==> config.mk <==
export PLATFORM = sky130hd
export DESIGN_NAME = sram_seq_ctrl
export DESIGN_NICKNAME = d
export VERILOG_FILES = /design/src/rtl/sram_seq_ctrl.sv
export SDC_FILE = /design/constraint.sdc
export NUM_CORES = 1
export LEC_CHECK = 0
export CAP_MARGIN = 20
export CORE_MARGIN = 8
export CORE_UTILIZATION = 40
export DETAILED_ROUTE_END_ITERATION = 10
export MAX_ROUTING_LAYER = met4
export PLACE_DENSITY = 0.67
export SETUP_SLACK_MARGIN = 0.15
export SYNTH_ARGS = -nofsm -noshare
export SYNTH_HDL_FRONTEND = slang
export SYNTH_SLANG_ARGS = --single-unit
==> constraint.sdc <==
create_clock -name clk -period 2.8 [get_ports clk]
set_input_delay 0.56 -clock clk [delete_from_list [all_inputs] [get_ports clk]]
set_output_delay 0.56 -clock clk [all_outputs]
set_load 0.02 [all_outputs]
==> src/rtl/sram_seq_ctrl.sv <==
module sram_seq_ctrl #(
  parameter int ADDR_W     = 17,
  parameter int DATA_W     = 8,
  parameter int WAIT_W     = 4,
  parameter bit REF_EN     = 1'b1,
  parameter int REF_PERIOD = 700,
  parameter int REF_HOLD   = 2
) (
  input  logic              clk,
  input  logic              rst_n,
  input  logic              req_valid,
  output logic              req_ready,
  input  logic              req_write,
  input  logic [ADDR_W-1:0] req_addr,
  input  logic [DATA_W-1:0] req_wdata,
  input  logic [WAIT_W-1:0] cfg_rd_wait,
  input  logic [WAIT_W-1:0] cfg_wr_wait,
  output logic              rd_valid,
  output logic [DATA_W-1:0] rd_data,
  output logic [ADDR_W-1:0] mem_addr,
  output logic              mem_cs_n,
  output logic              mem_oe_n,
  output logic              mem_we_n,
  output logic [DATA_W-1:0] mem_dq_out,
  output logic              mem_dq_oe,
  input  logic [DATA_W-1:0] mem_dq_in
);
  localparam int HOLD_W = $clog2(REF_HOLD + 1);
  localparam int CNT_W  = (WAIT_W > HOLD_W) ? WAIT_W : HOLD_W;
  localparam int REF_W  = $clog2(REF_PERIOD + 1);
  localparam logic [REF_W-1:0] REF_LIM  = REF_W'(REF_PERIOD);
  localparam logic [CNT_W-1:0] HOLD_CNT = CNT_W'(REF_HOLD - 1);

  typedef enum logic [2:0] {
    S_IDLE, S_RD_SET, S_RD_OE, S_WR_SET, S_WR_PULSE, S_WR_HOLD, S_REF
  } st_t;

  st_t              state, nxt;
  logic [CNT_W-1:0] cnt, cnt_nxt;
  logic             ref_due;
  logic             take;
  logic             cnt_zero;
  logic             rd_last;

  assign cnt_zero  = (cnt == '0);
  assign req_ready = (state == S_IDLE) && !ref_due;
  assign take      = req_ready && req_valid;
  assign rd_last   = (state == S_RD_OE) && cnt_zero;

  generate
    if (REF_EN) begin : g_ref
      logic [REF_W-1:0] ref_cnt;
      always_ff @(posedge clk or negedge rst_n) begin
        if (!rst_n)                ref_cnt <= '0;
        else if (state == S_REF)   ref_cnt <= '0;
        else if (ref_cnt != REF_LIM) ref_cnt <= ref_cnt + 1'b1;
      end
      assign ref_due = (ref_cnt == REF_LIM);
    end else begin : g_noref
      assign ref_due = 1'b0;
    end
  endgenerate

  always_comb begin
    nxt     = state;
    cnt_nxt = cnt;
    unique case (state)
      S_IDLE: begin
        if (ref_due) begin
          nxt     = S_REF;
          cnt_nxt = HOLD_CNT;
        end else if (req_valid) begin
          nxt     = req_write ? S_WR_SET : S_RD_SET;
          cnt_nxt = CNT_W'(req_write ? cfg_wr_wait : cfg_rd_wait);
        end
      end
      S_RD_SET:   nxt = S_RD_OE;
      S_RD_OE:    if (cnt_zero) nxt = S_IDLE;    else cnt_nxt = cnt - 1'b1;
      S_WR_SET:   nxt = S_WR_PULSE;
      S_WR_PULSE: if (cnt_zero) nxt = S_WR_HOLD; else cnt_nxt = cnt - 1'b1;
      S_WR_HOLD:  nxt = S_IDLE;
      S_REF:      if (cnt_zero) nxt = S_IDLE;    else cnt_nxt = cnt - 1'b1;
      default:    nxt = S_IDLE;
    endcase
  end

  always_ff @(posedge clk or negedge rst_n) begin
    if (!rst_n) begin
      state     <= S_IDLE;
      cnt       <= '0;
      mem_cs_n  <= 1'b1;
      mem_oe_n  <= 1'b1;
      mem_we_n  <= 1'b1;
      mem_dq_oe <= 1'b0;
    end else begin
      state     <= nxt;
      cnt       <= cnt_nxt;
      mem_cs_n  <= !(nxt inside {S_RD_SET, S_RD_OE, S_WR_SET, S_WR_PULSE, S_WR_HOLD});
      mem_oe_n  <= (nxt != S_RD_OE);
      mem_we_n  <= (nxt != S_WR_PULSE);
      mem_dq_oe <= (nxt inside {S_WR_SET, S_WR_PULSE, S_WR_HOLD});
    end
  end

  always_ff @(posedge clk or negedge rst_n) begin
    if (!rst_n) begin
      mem_addr   <= '0;
      mem_dq_out <= '0;
    end else if (take) begin
      mem_addr <= req_addr;
      if (req_write) mem_dq_out <= req_wdata;
    end
  end

  always_ff @(posedge clk or negedge rst_n) begin
    if (!rst_n) begin
      rd_valid <= 1'b0;
      rd_data  <= '0;
    end else begin
      rd_valid <= rd_last;
      if (rd_last) rd_data <= mem_dq_in;
    end
  end
endmodule


== Word-level counts from Yosys, hierarchy flattened ==
Index checks and enable logic that the tools add are counted.

* Flip-flop bits (word level): 55
* Word-level logic and storage cells: 57

* Equality and inequality tests: 16
* Mux-type cells: 13
* Add/sub/neg operators: 2
* Reduce and logical (&&, ||, !) cells: 15

{| class="wikitable"
|+ Operators by type and width
! operator !! count
|-
| 10-bit 2-to-1 mux || 2
|-
| 4-bit 2-to-1 mux || 4
|-
| 3-bit one-hot mux with 5 select lines || 1
|-
| 3-bit by 2-bit == test with 1-bit output, second input constant || 4
|-
| 3-bit == test, second input constant || 4
|-
| 3-bit 2-to-1 mux || 4
|-
| 10-bit by 1-bit adder with 10-bit output, second input constant || 1
|-
| 10-bit == test, second input constant || 1
|-
| 10-bit != test, second input constant || 1
|-
| 4-bit one-hot mux with 2 select lines || 1
|-
| 3-bit by 1-bit == test with 1-bit output, second input constant || 2
|-
| 3-bit != test, second input constant || 2
|-
| 5-bit nonzero test || 1
|-
| 4-bit logical NOT || 1
|-
| 2-bit nonzero test || 2
|-
| 4-bit by 1-bit subtractor with 4-bit output, second input constant || 1
|-
| 1-bit logical AND || 3
|-
| 3-bit logical NOT || 1
|-
| 3-bit by 2-bit != test with 1-bit output, second input constant || 1
|-
| 3-bit AND reduction || 1
|-
| 3-bit nonzero test || 1
|-
| 3-bit OR reduction || 1
|-
| 1-bit logical NOT || 2
|-
| 2-bit 2-to-1 mux || 1
|-
| 3 further kinds || 3
|}

== Logic depth before layout (Yosys ltp) ==
Gate-level depths: netlist of run 1.

* Depth in word-level cells: 7
* Mapped depth: 8

== Worst setup path before layout of run 1 ==
OpenSTA, ideal clock, no wires.

* Path type: reg-to-reg
* Start point: reg g_ref.ref_cnt[2]
* End point: reg mem_addr[10]
* Arrival time: 1.927 ns
* Clock period less this slack: 2.053 ns
* Library setup time: 0.125 ns
* Cell stages (with the launch flop): 9
* Buffers on the path: 4
* Data required time: 2.675 ns
* Setup slack: 0.747 ns
* Cells stage by stage: dfrtp_1 > and4_1 > buf_6 > and3_4 > buf_6 > or3b_1 > buf_6 > buf_12 > mux2_4

* Longest elaborated chain between the ends: 4

{| class="wikitable"
|+ RTL lines
! element !! RTL line !! RTL
|-
| start: declaration || 52 || <nowiki>logic [REF_W-1:0] ref_cnt;</nowiki>
|-
| start signal: assignment || 56 || <nowiki>else if (ref_cnt != REF_LIM) ref_cnt <= ref_cnt + 1'b1;</nowiki>
|-
| 10-bit == test || 58 || <nowiki>assign ref_due = (ref_cnt == REF_LIM);</nowiki>
|-
| 1-bit logical NOT || 46 || <nowiki>assign req_ready = (state == S_IDLE) && !ref_due;</nowiki>
|-
| 1-bit logical AND || 46 ||
|-
| 1-bit logical AND || 47 || <nowiki>assign take = req_ready && req_valid;</nowiki>
|-
| end signal: assignment || 110 || <nowiki>mem_addr <= req_addr;</nowiki>
|-
| end: declaration || 20 || <nowiki>output logic [ADDR_W-1:0] mem_addr,</nowiki>
|}

No other way between the ends.
A chain may end at the register's enable or synchronous reset.

== Worst setup path in the final report of run 1 ==
* Start point: reg g_ref.ref_cnt[2]
* End point: out req_ready

* Longest elaborated chain between the ends: 3

{| class="wikitable"
|+ RTL lines
! element !! RTL line !! RTL
|-
| 10-bit == test || 58 ||
|-
| 1-bit logical NOT || 46 ||
|-
| 1-bit logical AND || 46 ||
|-
| end: declaration || 12 || <nowiki>output logic req_ready,</nowiki>
|}

No other way between the ends.

==> impl_metrics.yaml, run 1 <==
critical_path:
  cp.depth: 4
  required_ns: 2.24
  critPathKind: "flop to primary output"
  crit_buf_inv: 1
  startpoint_type: "flop"
  rr_startpoint: "cnt[0]"
  slowest_stage: "dfrtp_1"
  reg2regPathDepth: 5
  cp_cell_sequence: "and4_1 > and3_4 > nor2_1 > dlymetal6s2s_1"
  end_kind: "primary output"
  arrival_ns: 1.65
  critPathTopFamily: "simple AND/OR/NAND/NOR gates"
  crit_fanout: 9
  crit_path_start: "g_ref.ref_cnt[2]"
  slowest_delay_ns: 0.42
synthesis:
  synthFlopType: "dfrtp_1"
  netlist_instances: 203
  avgSynthCellArea_um2: 12.49
  synth_top_area_share_pct: 51.33
  synthesis.area_um2: 2535
  ys_seq_area_share_pct: 54.44
  yosysUniqueCellTypes: 44
  async_flop_share_pct: 100.0
  yosysWarnings: 0
  synth_commonest_cells: "dfrtp_1 (52), mux2_2 (29), nor2_1 (11), nand2_1 (9)"
  synth_nets: 251
  synth_edf_count: 0
  synth_seq_cells: 55
  yosys.area.top_type: "dfrtp_1"
  yosysMostFrequentCell: "dfrtp_1"
  ys_top_cells_by_area: "dfrtp_1 (51%), mux2_2 (13%), mux2_4 (4.7%)"
die:
  die_x_um: 95.61
  start_util_pct: 40.62
  placementRows: 29
  fp.dieH_um: 95.61
  die_area_um2: 9140
  core_area_um2: 6241
  io-pin-count: 84
clock_tree:
  cts-root-buf: "clkbuf_8"
  cts_buffers: 5
  htree_levels: 2
  clock_path_buffers: 2
  clk_latency_ns: 0.30
  tritoncts: "built"
  cts_hold_buf: 0
  clk_transition_reported_paths_ns: 0.09
  cts_sinks: 55
  post_cts_buffers: 0
routing:
  vias: 1846
  drt-initial-drc-count: 57
  first_pass_iters: 4
  wl_mm: 5.591
  drc: 0
  drt-vias-per-instance: 5.016
  routedWlPerCell_um: 15.19
  drtAntennaViolNets: 0
timing:
  fin_skew_ns: 0.006263
  setup_viol: 0
  finalCritPeriodShare_pct: 79.06
  period_minus_slack_ns: 2.214
  tns_ns: 0
  fmaxAchievable_ghz: 0.4517
  finalHoldViolCount: 0
  slew_viol_final: 0
  rsz0062_at_grt: "false"
  worst_slew_pin_slew_ns: 0.5525
  relSlewSlack_pct: 62.78
  timing.final.ws_setup_ns: 0.5862
run_status:
  status: "finished, final reports clean"
power_and_ir_drop:
  p_total_w: 0.003873
  clkPwrFrac_pct: 11.0
  power_frac_comb_pct: 52.5
  seq_power_share_pct: 36.4
  peakVddDrop_v: 0.0005437
  p_sw_share_pct: 37.10
  p_leak_nw: 1.533
  p_int_w: 0.002436
  p_switching_w: 0.001437
  power.density_nw_per_um2: 1097
run:
  maxCapViolCount: 0
final_layout:
  fill_cells: 545
  n_antenna_cell: 0
  finalNetCount: 338
  drive_gt1_share_pct: 20.62
  syn_to_final_growth_pct: 39.29
  design_area_um2: 3531
global_routing:
  overflow: 0
  grt_pass1_vias: 1921
  antenna_found_initial: 0
  globalRouteMet2Util_pct: 21.14
  grt.busiest_layer: "met2"
  gr-usage-met1_pct: 14.78
  grtUsageTotal_pct: 12.83
  use_met3_pct: 3.228
  grt_pass1_wl_mm: 9.032
  grt_max_degree: 45
placed_design:
  dpl_worst_slack_ns: 0.4281
  routabilityCongestion: 0.8005
  post-dp-hpwl_mm: 4.199
  port-buffer-count: 83
  dpl_cell_area_um2: 3422
hold_path:
  hold_class: "primary input to async pin"
[logic make-up after synthesis]
family	share of synthesized area [%]
compound gates	8.490
flops	54.44
fa+ha+maj	1.481
xor+xnor	1.728
buf+inv	4.047
mux	18.02
simple gates	11.80
[flip-flops by register name (all words and copies together), names as in the netlist]
name	cells
mem_addr	17
g_ref.ref_cnt	10
rd_valid	1
cnt	4
mem_cs_n	1
mem_oe_n	1
rd_data	8
mem_dq_out	8
mem_we_n	1
state	3
mem_dq_oe	1
[area by class of cell]
class	instances	area [um^2]	area share, %
sequential	55	1381	39.12
timing repair buffer	89	885.9	25.09
clock inverter	2	12.51	0.3544
multi-input combinational	131	1052	29.80
tap	77	96.34	2.729
clock buffer	6	72.57	2.055
inverter	8	30.03	0.8505
[what timing repair did]
action | CTS | global route
setup endpoints to repair | 0 | 1
gates resized for setup | 0 | 2
endpoints found under the hold margin | 0 | 0
[power by group through the flow]
| stage | Sequential [W] | Clock [W] | Combinational, W |
|---|---|---|---|
| after global placement | 0.00141 | 0 | 0.00204 |
| final | 0.00141 | 0.000427 | 0.00204 |
| after CTS | 0.00141 | 0.000448 | 0.00207 |
| after global routing | 0.00147 | 0.000476 | 0.00220 |
| after detailed placement | 0.00143 | 0 | 0.00206 |
| after floorplan | 0.00170 | 0 | 0.000952 |
[metal layers]
| metal | vias up | wire length, um | part of all wire (%) |
|---|---|---|---|
| li1 | 898 | - | - |
| met1 | 892 | 2465 | 44 |
| met3 | 5 | 359 | 6.4 |
| met2 | 51 | 2684 | 48 |
| met5 | - | 0 | 0 |
| met4 | 0 | 82 | 1.5 |
[worst register-to-register path, stage by stage, from the launching register on]
cell,delay [ns]
dfrtp_1,0.42
inv_1,0.07
ha_1,0.20
or3b_2,0.49
or3_1,0.55
mux2_2,0.34
[path summary, 6_finish.rpt]
kind | to | slack [ns]
worst max register to register | rd_data[0] | 0.63
worst min register to register | g_ref.ref_cnt[5] | 0.49
worst max-delay path | req_ready | 0.59
max in group asynchronous | mem_dq_out[3] | 2.13
worst min-delay path | g_ref.ref_cnt[4] | 0.07
min in group clk | g_ref.ref_cnt[5] | 0.49
[per-stage QoR]
stage	instances	hold slack, ns	util (%)
after global routing	368	0.05906	56.58
after CTS	367	0.4402	56.19
after detailed placement	359	0.4691	54.83
after floorplan	203	0.2644	-
after global placement	359	0.4615	54.83
final	368	0.07188	56.58
[layout by cell type, fill, tap and decap left out, types with 3 or more instances in the layout]
| master | instances |
|---|---|
| clkdlybuf4s50_1 | 81 |
| o21bai_1 | 3 |
| dfstp_2 | 3 |
| clkbuf_8 | 5 |
| xor2_1 | 3 |
| mux2_4 | 8 |
| inv_1 | 8 |
| ha_1 | 3 |
| nor2_1 | 11 |
| a31oi_1 | 6 |
| o21ai_0 | 8 |
| nand3_1 | 4 |
| dfrtp_1 | 51 |
| nand2_1 | 9 |
| mux2_2 | 29 |
| a21oi_1 | 8 |
| nand4_1 | 3 |
| or3_1 | 4 |
| buf_4 | 5 |
No activity file was read; power rests on OpenSTA's default activity.
==> run 2, diff against run 1 <==
- PLACE_DENSITY: 0.67 -> 0.7
- clock period: 2.8 -> 1.9 ns (I/O delays scaled with it)
==> run 2 against run 1 <==
- the flow now finishes with violations (setup timing)
- final cell count grew 13%
- clock skew is 0.0044 ns higher
- critical path depth is 2 higher
- sequential share of layout area is 5.3 points lower
- die area is the same
- total power grew 73%
==> impl_metrics.yaml, run 2 (synthesized netlist as in run 1, its figures left out) <==
power_and_ir_drop:
  p_leak_nw: 1.861
  p_sw_share_pct: 36.83
  peakVddDrop_v: 0.001008
  p_int_w: 0.004239
  clkPwrFrac_pct: 9.6
  power_frac_comb_pct: 60.5
  p_switching_w: 0.002471
  power.density_nw_per_um2: 1643
  seq_power_share_pct: 29.9
timing:
  worst_slew_pin_slew_ns: 0.3719
  fmaxAchievable_ghz: 0.5195
  finalHoldViolCount: 0
  period_minus_slack_ns: 1.925
  finalCritPeriodShare_pct: 101.3
  setup_viol: 17
  relSlewSlack_pct: 75.21
  holdWs_ns: 0.03950
  slew_viol_final: 0
  timing.final.ws_setup_ns: -0.02509
  tns_ns: -0.2653
  rsz0062_at_grt: "true"
  fin_skew_ns: 0.01068
final_layout:
  fill_cells: 463
  n_antenna_cell: 0
  finalNetCount: 384
  largest_reg_flops: 17
  top_regs: "mem_addr: 17 flops, g_ref.ref_cnt: 10 flops"
  layout_commonest_cell: "clkdlybuf4s50_1"
  drive_gt1_share_pct: 36.50
  mostFrequentLayoutCells: "clkdlybuf4s50_1 (76), dfrtp_1 (52), buf_4 (39)"
  regMostFlops: "mem_addr"
  syn_to_final_growth_pct: 61.06
global_routing:
  overflow: 0
  antenna_found_initial: 0
  grt_pass1_wl_mm: 10.36
  grtUsageTotal_pct: 14.56
  grt_pass1_vias: 2165
  grt_max_degree: 56
routing:
  drt-vias-per-instance: 4.990
  top_layer_used: "met4"
  drc: 0
  wl_met3_um: 425
  wl_mm: 6.721
  met1_length_mm: 2.894
  routedWlPerCell_um: 16.23
  drt-initial-drc-count: 94
  drtAntennaViolNets: 0
  wl_met2_mm: 3.357
  vias: 2066
  first_pass_iters: 4
die:
  core_area_um2: 6241
  start_util_pct: 40.62
  placementRows: 29
  die_x_um: 95.61
  die_area_um2: 9140
  io-pin-count: 84
  fp.dieH_um: 95.61
clock_tree:
  cts_hold_buf: 0
  tritoncts: "built"
  clk_transition_reported_paths_ns: 0.10
  cts_buffers: 5
  clock_path_buffers: 2
  cts_sinks: 55
  htree_levels: 2
  clk_latency_ns: 0.31
  cts-root-buf: "clkbuf_8"
critical_path:
  startpoint_type: "flop"
  required_ns: 2.10
  reg2regPathDepth: 6
  end_kind: "flop"
  critPathKind: "flop to flop"
  arrival_ns: 2.12
  crit_fanout: 10
placed_design:
  dpl_worst_slack_ns: -0.1214
  routabilityCongestion: 0.8021
  port-buffer-count: 83
  post-dp-hpwl_mm: 4.427
run_status:
  status: "finished, violations left"
  violations: "setup timing"
hold_path:
  hold_class: "primary input to async pin"
run:
  maxCapViolCount: 0
[run 2: worst paths after layout]
kind | start | endpoint | slack (ns)
worst min register to register | mem_addr[1] | mem_addr[1] | 0.51
min in group clk | mem_addr[1] | mem_addr[1] | 0.51
max in group asynchronous | rst_n | mem_cs_n | 1.55
worst max register to register | g_ref.ref_cnt[5] | mem_addr[14] | -0.03
worst min-delay path | rst_n | cnt[3] | 0.04
worst max-delay path | g_ref.ref_cnt[5] | mem_addr[14] | -0.03
[run 2: metrics by stage]
step | cell area [um^2] | total power (W) | cells | utilization [%]
after floorplan | 2550 | 0.003935 | 203 | -
after global placement | 3677 | 0.005429 | 389 | 58.92
after detailed placement | 3677 | 0.005498 | 389 | 58.92
after CTS | 3910 | 0.006381 | 403 | 62.65
after global routing | 4083 | 0.007139 | 414 | 65.42
final | 4083 | 0.006710 | 414 | 65.42
[run 2: cell type report]
cell class	instances	area, um^2	area share, %
inverters	8	30.03	0.7355
clock buffers	5	68.82	1.686
multi-input cells	131	1187	29.08
well taps	77	96.34	2.360
repair buffers	135	1301	31.87
flip-flops and latches	55	1380	33.80
clock inverters	3	18.77	0.4597
[run 2: layer usage]
metal / up-vias / global-route usage [%]
met5: - / -
met4: 0 / 3.457
met3: 5 / 2.992
met2: 61 / 23.89
met1: 1004 / 17.93
li1: 996 / -
[run 2: critical path, cell delays in order, from the launching register on]
cell     delay [ns]
dfrtp_1        0.40
and4_1         0.22
and3_4         0.18
buf_6          0.11
or3b_4         0.44
buf_12         0.17
mux2_4         0.30
[run 2: repair_timing]
item / in CTS / in global routing
resized for setup: 30 / 26
gates cloned: 2 / 1
setup buffers: 4 / 10
setup endpoints to repair: 41 / 40
pin swaps: 3 / 4
endpoints found under the hold margin: 0 / 0
[run 2: power groups by stage]
stage | registers, W | clock network (W) | logic, W
floorplan | 0.00251 | 0 | 0.00142
global placement | 0.00199 | 0 | 0.00344
detailed placement | 0.00201 | 0 | 0.00349
CTS | 0.00199 | 0.000665 | 0.00373
global route | 0.00209 | 0.000707 | 0.00435
finish | 0.00200 | 0.000644 | 0.00406
==> run 3, diff against run 2 <==
- PLACE_DENSITY: 0.7 -> 0.67
- clock period: 1.9 -> 2.05 ns (I/O delays scaled with it)
==> run 3 against run 2 <==
- the run now ends clean
- via count decreased by 5.9%
- clock skew decreased by 0.0043 ns
- utilization decreased by 6.0 points
- wire length decreased by 12%
- register-to-register slack improved by 0.24 ns
- global-route usage decreased by 1.5 points
- sequential power decreased by 7%
- clock power decreased by 7.8%
- critical path type is now flop to primary output
==> impl_metrics.yaml, run 3 (synthesized netlist as in run 1, its figures left out) <==
run_status:
  status: "finished, final reports clean"
die:
  core_area_um2: 6241
  fp.dieH_um: 95.61
  start_util_pct: 40.62
  io-pin-count: 84
  die_area_um2: 9140
  placementRows: 29
  die_x_um: 95.61
timing:
  relSlewSlack_pct: 60.70
  period_minus_slack_ns: 1.851
  fmaxAchievable_ghz: 0.5402
  worst_slew_pin_slew_ns: 0.5883
  finalHoldViolCount: 0
  finalCritPeriodShare_pct: 90.31
  fin_skew_ns: 0.006338
  timing.final.ws_setup_ns: 0.1987
  rsz0062_at_grt: "true"
  setup_viol: 0
  slew_viol_final: 0
run:
  maxCapViolCount: 0
final_layout:
  syn_to_final_growth_pct: 46.25
  final_util_pct: 59.40
  seq_area_um2: 1380
  largest_reg_flops: 17
  n_antenna_cell: 0
  drive_gt1_share_pct: 26.95
  multiInputGateArea_um2: 1086
  regMostFlops: "mem_addr"
  fill_cells: 535
  top_regs: "mem_addr: 17 flops, g_ref.ref_cnt: 10 flops"
  finalNetCount: 355
  layout_commonest_cell: "clkdlybuf4s50_1"
  mostFrequentLayoutCells: "clkdlybuf4s50_1 (80), dfrtp_1 (52), mux2_2 (29)"
placed_design:
  post-dp-hpwl_mm: 4.483
  dpl_worst_slack_ns: -0.02917
  routabilityCongestion: 0.8359
  port-buffer-count: 83
routing:
  drc: 0
  drt-initial-drc-count: 122
  drt-vias-per-instance: 5.049
  vias: 1944
  first_pass_iters: 4
  wl_mm: 5.945
  routedWlPerCell_um: 15.44
  drtAntennaViolNets: 0
global_routing:
  grt_pass1_vias: 1923
  grtUsageTotal_pct: 13.09
  grt_pass1_wl_mm: 9.377
  antenna_found_initial: 0
  grt_max_degree: 34
  overflow: 0
clock_tree:
  cts_sinks: 55
  clk_transition_reported_paths_ns: 0.10
  tritoncts: "built"
  htree_levels: 2
  clk_latency_ns: 0.30
  cts-root-buf: "clkbuf_8"
  cts_buffers: 5
  clock_path_buffers: 2
critical_path:
  critPathKind: "flop to primary output"
  r2r_slack_ns: 0.21
  slowest_delay_ns: 0.61
  slowest_stage: "clkdlybuf4s50_1"
  crit_fanout: 1
  reg2regPathDepth: 5
  rr_startpoint: "cnt[1]"
  r2r_end: "rd_data[3]"
  end_kind: "primary output"
  cp_cell_sequence: "clkdlybuf4s50_1"
  arrival_ns: 1.44
  crit_buf_inv: 1
  startpoint_type: "flop"
  required_ns: 1.64
  critPathTopFamily: "buffers and inverters"
power_and_ir_drop:
  peakVddDrop_v: 0.0007531
  p_leak_nw: 1.637
  power.density_nw_per_um2: 1509
hold_path:
  hold_class: "primary input to async pin"
==> run 3: per-stage QoR <==
step / std cells / power [W] / hold slack (ns) / area (um^2) / TNS (ns)
5_1_grt: 385 / 0.005976 / 0.09548 / 3707 / 0
6_report: 385 / 0.005593 / 0.07028 / 3707 / 0
4_1_cts: 384 / 0.005606 / 0.08092 / 3674 / 0
3_5_place_dp: 376 / 0.004995 / 0.4258 / 3580 / -0.1977
2_1_floorplan: 203 / 0.003647 / 0.1144 / 2550 / 0
3_3_place_gp: 376 / 0.004917 / 0.4180 / 3580 / 0
==> run 3: where the power goes <==
part	internal [W]	leakage [nW]	switching, W
clock network	0.000241	0.0483	0.000352
logic	0.00169	0.923	0.00145
registers	0.00160	0.666	0.000259
total	0.00353	1.64	0.00206
==> run 3: routing by layer <==
| layer | vias to the layer above | global-route usage [%] | share of wire, % |
|---|---|---|---|
| li1 | 938 | - | - |
| met1 | 953 | 17.09 | 45 |
| met2 | 49 | 20.06 | 48 |
| met3 | 4 | 2.598 | 5.5 |
| met4 | 0 | 3.841 | 0.99 |
| met5 | - | - | 0 |
==> run 3: final cells by class <==
class,count,area share (%)
Tap cell,77,2.599
Timing Repair Buffer,106,27.71
Inverter,8,0.8100
Sequential cell,55,37.23
Clock inverter,3,0.5062
Clock buffer,5,1.856
Multi-Input combinational cell,131,29.29
==> run 3: how the worst max path moves through the flow <==
| stage | depth (start not counted) | from | slack [ns] | endpoint |
|---|---|---|---|---|
| final | 1 | mem_cs_n | 0.20 | mem_cs_n |
| after CTS | 4 | g_ref.ref_cnt[8] | 0.06 | req_ready |
| after global routing | 5 | cnt[1] | 0.14 | rd_data[4] |
| after detailed placement | 6 | req_valid | -0.03 | mem_dq_out[2] |
| after floorplan | 8 | g_ref.ref_cnt[4] | 0.03 | mem_addr[10] |
| after global placement | 6 | req_valid | 0.01 | mem_dq_out[3] |
==> run 3: timing repair <==
item                       CTS  global route
resized for setup            4            10
pin swaps                    0             2
setup buffers                0             1
hold buffers                 0             0
setup endpoints to repair    9            23
